### src/rtl/lcdf_pkg.sv
package lcdf_pkg;
  localparam int unsigned COMP_W = 8;

  typedef enum logic [2:0] {
    MODE_STN4   = 3'd0,
    MODE_STN8   = 3'd1,
    MODE_DUAL8  = 3'd2,
    MODE_DUAL16 = 3'd3,
    MODE_TFT    = 3'd4
  } lcdf_mode_e;
endpackage

### src/rtl/lcdf_rst_sync.sv
module lcdf_rst_sync #(
  parameter int unsigned STAGES = 2
) (
  input  logic clk,
  input  logic rst_n_i,
  output logic rst_n_o
);
  logic [STAGES-1:0] sync_q;

  always_ff @(posedge clk or negedge rst_n_i) begin
    if (!rst_n_i) sync_q <= '0;
    else          sync_q <= {sync_q[STAGES-2:0], 1'b1};
  end

  assign rst_n_o = sync_q[STAGES-1];
endmodule

### src/rtl/lcdf_lane_packer.sv
module lcdf_lane_packer #(
  parameter int unsigned LANE_MAX = 8
) (
  input  logic                clk,
  input  logic                rst_n,
  input  logic                push,
  input  logic                flush,
  input  logic                last,
  input  logic                rgb,
  input  logic                wide,
  input  logic [2:0]          bits,
  output logic                emit,
  output logic                need_flush,
  output logic [LANE_MAX-1:0] word
);
  localparam int unsigned ACC_W = LANE_MAX + 3;
  localparam int unsigned CNT_W = $clog2(ACC_W + 1);

  logic [ACC_W-1:0] acc_q, acc_d, app, word_full;
  logic [CNT_W-1:0] cnt_q, cnt_d, k, w, n, keep;
  logic [LANE_MAX-1:0] lane_mask;
  logic en;

  always_comb begin
    k    = rgb  ? CNT_W'(3) : CNT_W'(1);
    w    = wide ? CNT_W'(LANE_MAX) : CNT_W'(LANE_MAX / 2);
    n    = cnt_q + k;
    app  = rgb ? ((acc_q << 3) | ACC_W'(bits)) : ((acc_q << 1) | ACC_W'(bits[0]));
    lane_mask  = wide ? {LANE_MAX{1'b1}} : LANE_MAX'({(LANE_MAX/2){1'b1}});
    keep       = '0;
    acc_d      = acc_q;
    cnt_d      = cnt_q;
    emit       = 1'b0;
    need_flush = 1'b0;
    word_full  = '0;
    if (flush) begin
      word_full = acc_q << (w - cnt_q);
      acc_d     = '0;
      cnt_d     = '0;
      emit      = 1'b1;
    end else if (push) begin
      if (n >= w) begin
        keep       = n - w;
        word_full  = app >> keep;
        acc_d      = app & ~({ACC_W{1'b1}} << keep);
        cnt_d      = keep;
        emit       = 1'b1;
        need_flush = last && (keep != '0);
      end else if (last) begin
        word_full = app << (w - n);
        acc_d     = '0;
        cnt_d     = '0;
        emit      = 1'b1;
      end else begin
        acc_d = app;
        cnt_d = n;
      end
    end
    word = word_full[LANE_MAX-1:0] & lane_mask;
  end

  assign en = push | flush;

  always_ff @(posedge clk or negedge rst_n) begin
    if (!rst_n) begin
      acc_q <= '0;
      cnt_q <= '0;
    end else if (en) begin
      acc_q <= acc_d;
      cnt_q <= cnt_d;
    end
  end

  // the held bit count never reaches a full word
  p_cnt_bound_r6: assert property (@(posedge clk) disable iff (!rst_n)
    cnt_q < w);

  // a flush cycle always has held bits to send
  p_flush_has_bits_r7: assert property (@(posedge clk) disable iff (!rst_n)
    flush |-> (cnt_q != '0));
endmodule

### src/rtl/lcdf_tft_map.sv
module lcdf_tft_map #(
  parameter int unsigned COMP_W  = 8,
  parameter int unsigned DEPTH_W = 4
) (
  input  logic [3*COMP_W-1:0] pix,
  input  logic [DEPTH_W-1:0]  depth,
  output logic [3*COMP_W-1:0] bus
);
  logic [DEPTH_W-1:0] eff;
  logic [COMP_W-1:0]  keep_mask;

  always_comb begin
    eff = ((depth == '0) || (depth > DEPTH_W'(COMP_W))) ? DEPTH_W'(COMP_W) : depth;
    keep_mask = ~({COMP_W{1'b1}} >> eff);
  end

  // bus component c (0 = red) takes pixel component 2-c (pixel is {r,g,b})
  for (genvar c = 0; c < 3; c++) begin : g_comp
    assign bus[c*COMP_W +: COMP_W] = pix[(2-c)*COMP_W +: COMP_W] & keep_mask;
  end
endmodule

### src/rtl/lcd_bus_formatter.sv
module lcd_bus_formatter
  import lcdf_pkg::*;
#(
  parameter int unsigned CW = lcdf_pkg::COMP_W
) (
  input  logic                      clk,
  input  logic                      rst_n,
  input  logic [2:0]                mode,
  input  logic                      color,
  input  logic [$clog2(CW+1)-1:0]   tft_depth,
  input  logic                      up_valid,
  output logic                      up_ready,
  input  logic [3*CW-1:0]           up_pix,
  input  logic                      up_last,
  input  logic                      lo_valid,
  output logic                      lo_ready,
  input  logic [2:0]                lo_pix,
  output logic [3*CW-1:0]           lcd_data,
  output logic                      lcd_strobe
);
  localparam int unsigned BUS_W   = 3 * CW;
  localparam int unsigned HALF    = CW / 2;
  localparam int unsigned DEPTH_W = $clog2(CW + 1);

  logic rst_n_s;
  logic is_stn, is_dual, is_tft, mode_ok, wide;
  logic take, emit, flush_q, flush_d, strobe_q;
  logic [2:0] up_bits;
  logic up_emit, up_need_flush, lo_emit, lo_need_flush;
  logic [CW-1:0] up_word, lo_word;
  logic [BUS_W-1:0] tft_bus, bus_d, data_q, data_d;

  lcdf_rst_sync #(.STAGES(2)) u_rst (
    .clk(clk), .rst_n_i(rst_n), .rst_n_o(rst_n_s)
  );

  always_comb begin
    is_stn  = (mode == MODE_STN4) || (mode == MODE_STN8) ||
              (mode == MODE_DUAL8) || (mode == MODE_DUAL16);
    is_dual = (mode == MODE_DUAL8) || (mode == MODE_DUAL16);
    is_tft  = (mode == MODE_TFT);
    mode_ok = is_stn || is_tft;
    wide    = (mode == MODE_STN8) || (mode == MODE_DUAL16);
    up_bits = color ? {up_pix[3*CW-1], up_pix[2*CW-1], up_pix[CW-1]}
                    : {2'b00, up_pix[0]};
    up_ready = mode_ok && !flush_q && (!is_dual || lo_valid);
    lo_ready = is_dual && !flush_q && up_valid;
    take     = up_valid && up_ready;
  end

  lcdf_lane_packer #(.LANE_MAX(CW)) u_up_pack (
    .clk(clk), .rst_n(rst_n_s),
    .push(take && is_stn), .flush(flush_q), .last(up_last),
    .rgb(color), .wide(wide), .bits(up_bits),
    .emit(up_emit), .need_flush(up_need_flush), .word(up_word)
  );

  lcdf_lane_packer #(.LANE_MAX(CW)) u_lo_pack (
    .clk(clk), .rst_n(rst_n_s),
    .push(take && is_dual), .flush(flush_q && is_dual), .last(up_last),
    .rgb(color), .wide(wide), .bits(lo_pix),
    .emit(lo_emit), .need_flush(lo_need_flush), .word(lo_word)
  );

  lcdf_tft_map #(.COMP_W(CW), .DEPTH_W(DEPTH_W)) u_tft (
    .pix(up_pix), .depth(tft_depth), .bus(tft_bus)
  );

  always_comb begin
    bus_d = '0;
    case (mode)
      MODE_STN4:   bus_d[HALF-1:0] = up_word[HALF-1:0];
      MODE_STN8:   bus_d[CW-1:0]   = up_word;
      MODE_DUAL8:  bus_d[CW-1:0]   = {lo_word[HALF-1:0], up_word[HALF-1:0]};
      MODE_DUAL16: bus_d[2*CW-1:0] = {lo_word, up_word};
      MODE_TFT:    bus_d           = tft_bus;
      default:     bus_d           = '0;
    endcase
    emit    = is_tft ? take : up_emit;
    flush_d = take && is_stn && up_need_flush;
    data_d  = emit ? bus_d : data_q;
  end

  always_ff @(posedge clk or negedge rst_n_s) begin
    if (!rst_n_s) begin
      data_q   <= '0;
      strobe_q <= 1'b0;
      flush_q  <= 1'b0;
    end else begin
      data_q   <= data_d;
      strobe_q <= emit;
      flush_q  <= flush_d;
    end
  end

  assign lcd_data   = data_q;
  assign lcd_strobe = strobe_q;

  // dual-scan acceptance needs both halves present
  p_dual_both_r8: assert property (@(posedge clk) disable iff (!rst_n_s)
    (take && is_dual) |-> (lo_valid && lo_ready));

  // both half packers agree on word boundaries
  p_dual_lockstep_r8: assert property (@(posedge clk) disable iff (!rst_n_s)
    (take && is_dual) |-> ((up_emit == lo_emit) && (up_need_flush == lo_need_flush)));

  // reserved modes accept nothing
  p_reserved_idle_r10: assert property (@(posedge clk) disable iff (!rst_n_s)
    !mode_ok |-> (!up_ready && !lo_ready));

  // lower stream is never accepted outside dual scan
  p_single_lo_idle_r10: assert property (@(posedge clk) disable iff (!rst_n_s)
    !is_dual |-> !lo_ready);

  // the padded follow-up word takes exactly one stalled cycle
  p_flush_one_cycle_r7: assert property (@(posedge clk) disable iff (!rst_n_s)
    flush_q |=> !flush_q);

  p_flush_stalls_r7: assert property (@(posedge clk) disable iff (!rst_n_s)
    flush_q |-> !up_ready);

  // a TFT pixel produces a strobe on the next cycle
  p_tft_latency_r11: assert property (@(posedge clk) disable iff (!rst_n_s)
    (take && is_tft) |=> lcd_strobe);

  // STN words never touch the top colour byte
  p_stn_high_zero_r2: assert property (@(posedge clk) disable iff (!rst_n_s)
    (lcd_strobe && $past(is_stn)) |-> (lcd_data[BUS_W-1:2*CW] == '0));
endmodule

### config.mk
export PLATFORM = sky130hd
export DESIGN_NAME = lcd_bus_formatter
export DESIGN_NICKNAME = d
export VERILOG_FILES = /design/src/rtl/lcdf_pkg.sv /design/src/rtl/lcdf_rst_sync.sv /design/src/rtl/lcdf_lane_packer.sv /design/src/rtl/lcdf_tft_map.sv /design/src/rtl/lcd_bus_formatter.sv
export SDC_FILE = /design/constraint.sdc
export NUM_CORES = 1
export LEC_CHECK = 0
export BUFFER_PORTS_ARGS = -buffer_cell sky130_fd_sc_hd__buf_4
export CAP_MARGIN = 15
export CORE_ASPECT_RATIO = 0.9
export CORE_MARGIN = 2
export CORE_UTILIZATION = 35
export CTS_BUF_LIST = sky130_fd_sc_hd__clkbuf_8
export CTS_CLUSTER_SIZE = 10
export DETAILED_ROUTE_END_ITERATION = 8
export GPL_ROUTABILITY_DRIVEN = 0
export GPL_TIMING_DRIVEN = 0
export PLACE_DENSITY = 0.6
export SYNTH_ARGS = -nofsm -noshare
export SYNTH_HDL_FRONTEND = slang
export SYNTH_HIERARCHICAL = 1
export SYNTH_SLANG_ARGS = --single-unit
### constraint.sdc
create_clock -name clk -period 2.95 [get_ports clk]
set_clock_uncertainty 0.2 [all_clocks]
set_input_delay 0.4425 -clock clk [delete_from_list [all_inputs] [get_ports clk]]
set_output_delay 0.4425 -clock clk [all_outputs]
set_load 0.02 [all_outputs]
==> out/qor.yml, run 1 <==
outcome: "finished, violations left"
violations: "setup timing"
setup_violations: 36
ir_worst_vdd_mv: 0.517
final_common_cell: "buf_4"
numClockSinks: 56
mostFrequentLayoutCells: "125 x buf_4, 52 x nand2_1, 52 x dfrtp_1"
p_seq_share_pct: 11.2
hold_viol: 0
wirelength_um: 24500
fin_hold_ws_ns: 0.0268
internal_power_uw: 5460
critPathSlowestCell: "or4b_1"
grt_pass1_vias: 6381
cts_max_path_buffers: 2
cts_tree: "built"
crit_top_cell: "fa_2"
drv_cap: 0
worst_slack_ns: -0.607
post-route-min-period_ns: 3.56
cts_buffers: 5
drc: 0
cts.clk_slew.worst_paths_ns: 0.12
cts-htree-levels: 2
antenna_found_initial: 0
max_freq_mhz: 281
slowest_delay_ns: 0.46
worstMarginPinSlew_ns: 0.756
period_share_pct: 121
p_leak_uw: 0.00374
core_region_area_sq_mm: 0.0177
critPathLaunchType: "register"
clk_latency_ns: 0.36
p_sw_uw: 5870
grt_setup_unrepaired: "true"
final_antenna_net_count: 0
fillers: 1611
synthesis.area_sq_mm: 0.00639
stdcell_count: 1110
combPwrFrac_pct: 84.5
dr.pass1.iters: 8
grt.total_usage_pct: 23.8
fin_nets: 933
synth_cells: 719
slew_viol_final: 0
gr-total-overflow: 0
dieArea_sq_mm: 0.0193
rows: 46
worstPathRequired_ns: 3.01
grt_pass1_wl_um: 36700
crit_fanout: 4
setup.worst_path.class: "reg -> reg"
ios: 67
viasPerCell: 6.23
power_density_mw_per_mm2: 1280
start_util_pct: 36.0
wire_per_inst_um: 22.0
syn_nets: 783
antenna_cells: 0
die_w_um: 146
max_slew_margin_pct: 49.3
clkPwrFrac_pct: 4.3
syn2layout_area_growth_pct: 38.8
dp.cells: 1026
dieHeight_um: 132
io_buffers: 66
root_buffer: "clkbuf_8"
dp_hpwl_um: 16400
grt_max_degree: 39
yosys_warnings: 6
vias: 6920
drt_iter0_markers: 926
path_cells: "fa_2 -> xnor2_2 -> buf_4 -> ha_4 -> inv_2 -> fa_2 -> a31oi_4 -> or2_1 -> buf_6 -> nor2_4 -> o211ai_1 -> or4b_1 -> and2_1 -> a221o_1"
worst_setup_path_end_kind: "register"
swShare_pct: 51.8
hp-class: "reg -> async"
crit_arrival_ns: 3.61
final.setup.tns_ns: -12.51
layout-drive-gt1-share_pct: 42.1
avgSynthCellArea_sq_um: 8.88
[sequential cells by signal (all words and copies together), names as in the netlist]
| signal | count |
|---|---|
| u_lo_pack/acc_q | 10 |
| u_rst/sync_q | 2 |
| u_up_pack/cnt_q | 4 |
| u_up_pack/acc_q | 10 |
| u_lo_pack/cnt_q | 4 |
| flush_q | 1 |
| lcd_data | 24 |
| lcd_strobe | 1 |
[timing repair]
item | CTS | global route
endpoints found under the setup margin | 52 | 47
resized for setup | 115 | 85
setup buffers | 58 | 23
pin swaps | 61 | 54
endpoints found under the hold margin | 2 | 0
hold buffers | 1 | 0
cloned | 0 | 1
[stage by stage]
| step | util (%) | cell area, sq um | total power (uW) | worst slack (ns) |
|---|---|---|---|---|
| after global placement | 41.3 | 7320 | 7420 | -1.16 |
| final | 50.0 | 8870 | 11300 | -0.607 |
| after floorplan | - | 6520 | 5810 | -0.521 |
| after CTS | 47.2 | 8370 | 9870 | -0.593 |
| after detailed placement | 41.4 | 7340 | 7410 | -1.15 |
| after global routing | 50.0 | 8870 | 11900 | -0.733 |
[worst max-delay path: cells and delay by family, from the launching register on]
kind	cells	cell delay, ns
AOI/OAI and AO/OA	3	0.61
xor gates and xnor gates	1	0.20
adders and majority gates	3	0.88
buffers and inverters	3	0.31
DFF	1	0.45
and+or+nand+nor	4	0.82
[power by group through the flow]
| stage | clock [uW] | combinational (uW) | sequential, uW |
|---|---|---|---|
| after detailed placement | 0 | 6140 | 1270 |
| after global placement | 0 | 6150 | 1280 |
| final | 492 | 9580 | 1260 |
| after CTS | 512 | 8110 | 1250 |
| after global routing | 540 | 10000 | 1290 |
| after floorplan | 0 | 4560 | 1250 |
[cell type report]
class	count	area, sq um	share of cell area (%)
sequential	56	1410	15.9
timing repair buffer	148	1250	14.1
clock inverter	3	27.5	0.310
multi-input combinational	567	5280	59.5
clock buffer	5	68.8	0.776
buffer	56	393	4.43
tap	240	300	3.39
inverter	35	146	1.65
[path summary, 6_finish.rpt]
path | endpoint | slack [ns] | cells past startpoint | startpoint
worst min register to register | lcd_data[19]$_DFFE_PN0P_ | 0.03 | 0 | u_rst/sync_q[1]$_DFF_PN0_
min in group clk | u_rst/sync_q[1]$_DFF_PN0_ | 0.17 | 0 | u_rst/sync_q[0]$_DFF_PN0_
max in group asynchronous | u_lo_pack/cnt_q[1]$_DFFE_PN0P_ | 1.91 | 1 | u_rst/sync_q[1]$_DFF_PN0_
worst max-delay path | lcd_data[0]$_DFFE_PN0P_ | -0.61 | 14 | u_up_pack/cnt_q[0]$_DFFE_PN0P_
worst max register to register | lcd_data[0]$_DFFE_PN0P_ | -0.61 | 14 | u_up_pack/cnt_q[0]$_DFFE_PN0P_
worst min-delay path | lcd_data[19]$_DFFE_PN0P_ | 0.03 | 0 | u_rst/sync_q[1]$_DFF_PN0_
[routing by layer]
layer | routed length (um) | track usage, % | up-vias | share of wire (%)
li1 | - | - | 3037 | -
met3 | 2770 | 5.81 | 81 | 11
met2 | 10400 | 35.0 | 484 | 43
met4 | 867 | 6.42 | 0 | 3.5
met5 | 0 | 0 | - | 0
met1 | 10400 | 34.8 | 3318 | 43
Note: power is estimated with default switching activity, not from simulation.
==> inputs of run 2 (changes only) <==
Settings changed: SYNTH_HIERARCHICAL 1 to default.
==> run 2 against run 1 <==
  * The flow still finishes with violations (setup timing)
  * First-iteration DRC count shrank 8.0%
  * Die area shrank 6.4%
  * Clock power grew 17%
  * Final cell count shrank 10%
  * Worst setup slack gained 0.13 ns
  * Via count shrank 6.9%
  * Highest routed layer unchanged
==> out/qor.yml, run 2 <==
critPathSlowestCell: "mux4_2"
r2r-end: "lcd_data[6]$_DFFE_PN0P_"
crit_start: "u_up_pack.cnt_q[0]$_DFFE_PN0P_"
wirelength_um: 23100  # -5.4%
cts.clk_slew.worst_paths_ns: 0.12  # about the same
synthesis.area_sq_mm: 0.00596  # -6.6%
ios: 67  # unchanged
cts_buffers: 5  # unchanged
p_sw_uw: 5790  # -1.4%
dr.pass1.iters: 5  # -3
clkPwrFrac_pct: 5.2  # +0.9 points
outcome: "finished, violations left"
dp.cells: 952  # -7.2%
fillers: 1536  # -4.7%
dieArea_sq_mm: 0.0181  # -6.4%
internal_power_uw: 5430  # -0.58%
p_leak_uw: 0.00319  # -15%
cts_tree: "built"
worst-r2r-setup-slack_ns: -0.48  # +0.13 ns
core_region_area_sq_mm: 0.0168  # -5.4%
endpoint: "lcd_data[6]$_DFFE_PN0P_"
async_flop_share_pct: 100
reg2reg_depth: 11  # -3
synth-edff-count: 0
fin_util_pct: 47.4  # -2.7 points
grt_pass1_wl_um: 35300  # -3.7%
period_share_pct: 116  # -4.3 points
worst_slack_ns: -0.479  # +0.127 ns
combPwrFrac_pct: 83.2  # -1.3 points
max_freq_mhz: 292  # +3.7%
cts-htree-levels: 2  # unchanged
ir_worst_vdd_mv: 0.540  # +4.4%
layout-drive-gt1-share_pct: 35.6  # -6.5 points
mostFrequentLayoutCells: "93 x buf_4, 54 x nand2_1, 54 x mux2i_1"
yosysMostFrequentCell: "nand2_1"
die_w_um: 142  # -3.3%
violations: "setup timing"
slew_viol_final: 0  # unchanged
viasPerCell: 6.48  # +3.9%
rows: 45  # -2.2%
drt_iter0_markers: 852  # -8.0%
grt_pass1_vias: 6136  # -3.8%
antenna_cells: 0  # unchanged
syn2layout_area_growth_pct: 33.3
setup.worst_path.class: "reg -> reg"
synthTopCellsByArea: "dfrtp_1 23%, mux2i_1 9.1%, mux4_2 7.6%"
path_cells: "fa_2 -> xnor2_2 -> ha_4 -> clkbuf_16 -> inv_6 -> ha_4 -> mux4_2 -> a211oi_2 -> a211oi_1 -> o211ai_1 -> o211ai_1"
critPathLaunchType: "register"
dieHeight_um: 128  # -3.3%
max_slew_margin_pct: 26.7  # -23 points
antenna_found_initial: 0  # unchanged
grt_setup_unrepaired: "true"
numClockSinks: 56  # unchanged
hp-class: "reg -> async"
worst_setup_path_end_kind: "register"
crit_arrival_ns: 3.46  # -0.15 ns
final_common_cell: "buf_4"
vias: 6443  # -6.9%
crit_fanout: 10  # +6
syn_nets: 738  # -5.7%
drc: 0  # unchanged
root_buffer: "clkbuf_8"
grt_max_degree: 29  # -26%
post-route-min-period_ns: 3.43  # -0.127 ns
yosys.cell_types.count: 81
yosys_warnings: 0  # -6
swShare_pct: 51.6  # -0.21 points
avgSynthCellArea_sq_um: 8.80  # -0.98%
synth_cells: 678  # -5.7%
worstPathRequired_ns: 2.98  # -0.03 ns
setup_violations: 26  # -28%
largest_reg_flops: 24  # unchanged
fin_nets: 843  # -9.6%
hold_viol: 0  # unchanged
gr-total-overflow: 0  # unchanged
ys_seq_area_share_pct: 23.5
synth_top_cell_area_share_pct: 23.5
ys_top_cells_by_count: "59 x nand2_1, 56 x dfrtp_1, 55 x nor2_1"
start_util_pct: 35.5  # -0.48 points
stdcell_count: 995  # -10%
slowest_delay_ns: 0.53  # +0.07 ns
drv_cap: 0  # unchanged
total_power_uw: 11200  # -1.0%
r2r-start: "u_up_pack.cnt_q[0]$_DFFE_PN0P_"
cts_max_path_buffers: 2  # unchanged
final_antenna_net_count: 0  # unchanged
final.setup.tns_ns: -5.96  # +6.56 ns
clk_latency_ns: 0.36  # about the same
io_buffers: 62  # -6.1%
worstMarginPinSlew_ns: 1.10  # +0.343 ns
p_seq_share_pct: 11.6  # +0.4 points
yosysTopAreaCell: "dfrtp_1"
ys_seq_elements: 56
wire_per_inst_um: 23.3  # +5.5%
synthFlopType: "dfrtp_1"
power_density_mw_per_mm2: 1410  # +10%
dp_hpwl_um: 16800  # +2.5%
grt.total_usage_pct: 24.9  # +1.1 points
[run 2: cell families after synthesis]
| logic type | share of synthesized area (%) |
|---|---|
| simple gates | 17.5 |
| buf+inv | 5.98 |
| xor+xnor | 2.69 |
| fa+ha+maj | 4.70 |
| mux | 21.8 |
| compound gates | 23.8 |
| other cells | 0.0629 |
| flops | 23.5 |
[run 2: repair_timing]
action,4_1_cts,5_1_grt
gates resized for setup,97,50
pin swaps,31,36
buffers inserted,33,9
hold buffers,1,0
endpoints found under the setup margin,54,48
endpoints found under the hold margin,2,0
[run 2: layout make-up]
| class | instances | area (sq um) | share of cell area [%] |
|---|---|---|---|
| plain buffers | 53 | 402 | 5.05 |
| clock buffers | 5 | 68.8 | 0.866 |
| clock inverters | 3 | 46.3 | 0.583 |
| inverters | 20 | 92.6 | 1.17 |
| multi-input cells | 542 | 4790 | 60.3 |
| flip-flops and latches | 56 | 1410 | 17.7 |
| well taps | 211 | 264 | 3.32 |
| repair buffers | 105 | 872 | 11.0 |
[run 2: layer usage]
metal	vias up	GRT usage [%]	share of wire, %
li1	2797	-	-
met1	3109	34.4	42
met2	468	38.9	44
met3	69	5.49	11
met4	0	8.12	3.0
met5	-	0	0
[run 2: power groups by stage]
stage	Combinational [uW]	Sequential, uW	Clock [uW]
3_3_place_gp	6860	1310	0
5_1_grt	9780	1340	611
3_5_place_dp	6970	1320	0
4_1_cts	8440	1300	588
6_report	9340	1300	578
2_1_floorplan	5150	1360	0
[run 2: worst min-delay path by stage]
stage / to / slack, ns / cells after the start
final: u_lo_pack.cnt_q[2]$_DFFE_PN0P_ / 0.11 / 0
after floorplan: u_rst.sync_q[0]$_DFF_PN0_ / -0.05 / 0
after CTS: lcd_data[17]$_DFFE_PN0P_ / 0.12 / 2
after detailed placement: u_rst.sync_q[0]$_DFF_PN0_ / 0.03 / 1
after global placement: u_rst.sync_q[0]$_DFF_PN0_ / 0.03 / 1
after global routing: lcd_data[22]$_DFFE_PN0P_ / 0.13 / 2
[run 2: stage by stage]
stage,cell area (sq um),worst slack [ns],hold WS [ns]
final,7950,-0.479,0.112
after global routing,7950,-0.518,0.127
after CTS,7720,-0.431,0.125
after detailed placement,6950,-0.872,0.0269
after global placement,6930,-0.855,0.0256
after floorplan,6200,-0.158,-0.0531
[run 2: critical path, delay by kind of cell, from the launching register on]
family,cells,cell delay (ns)
flops,1,0.45
compound gates,4,0.73
buf+inv,2,0.21
xor+xnor,1,0.18
mux,1,0.53
fa+ha+maj,3,1.01
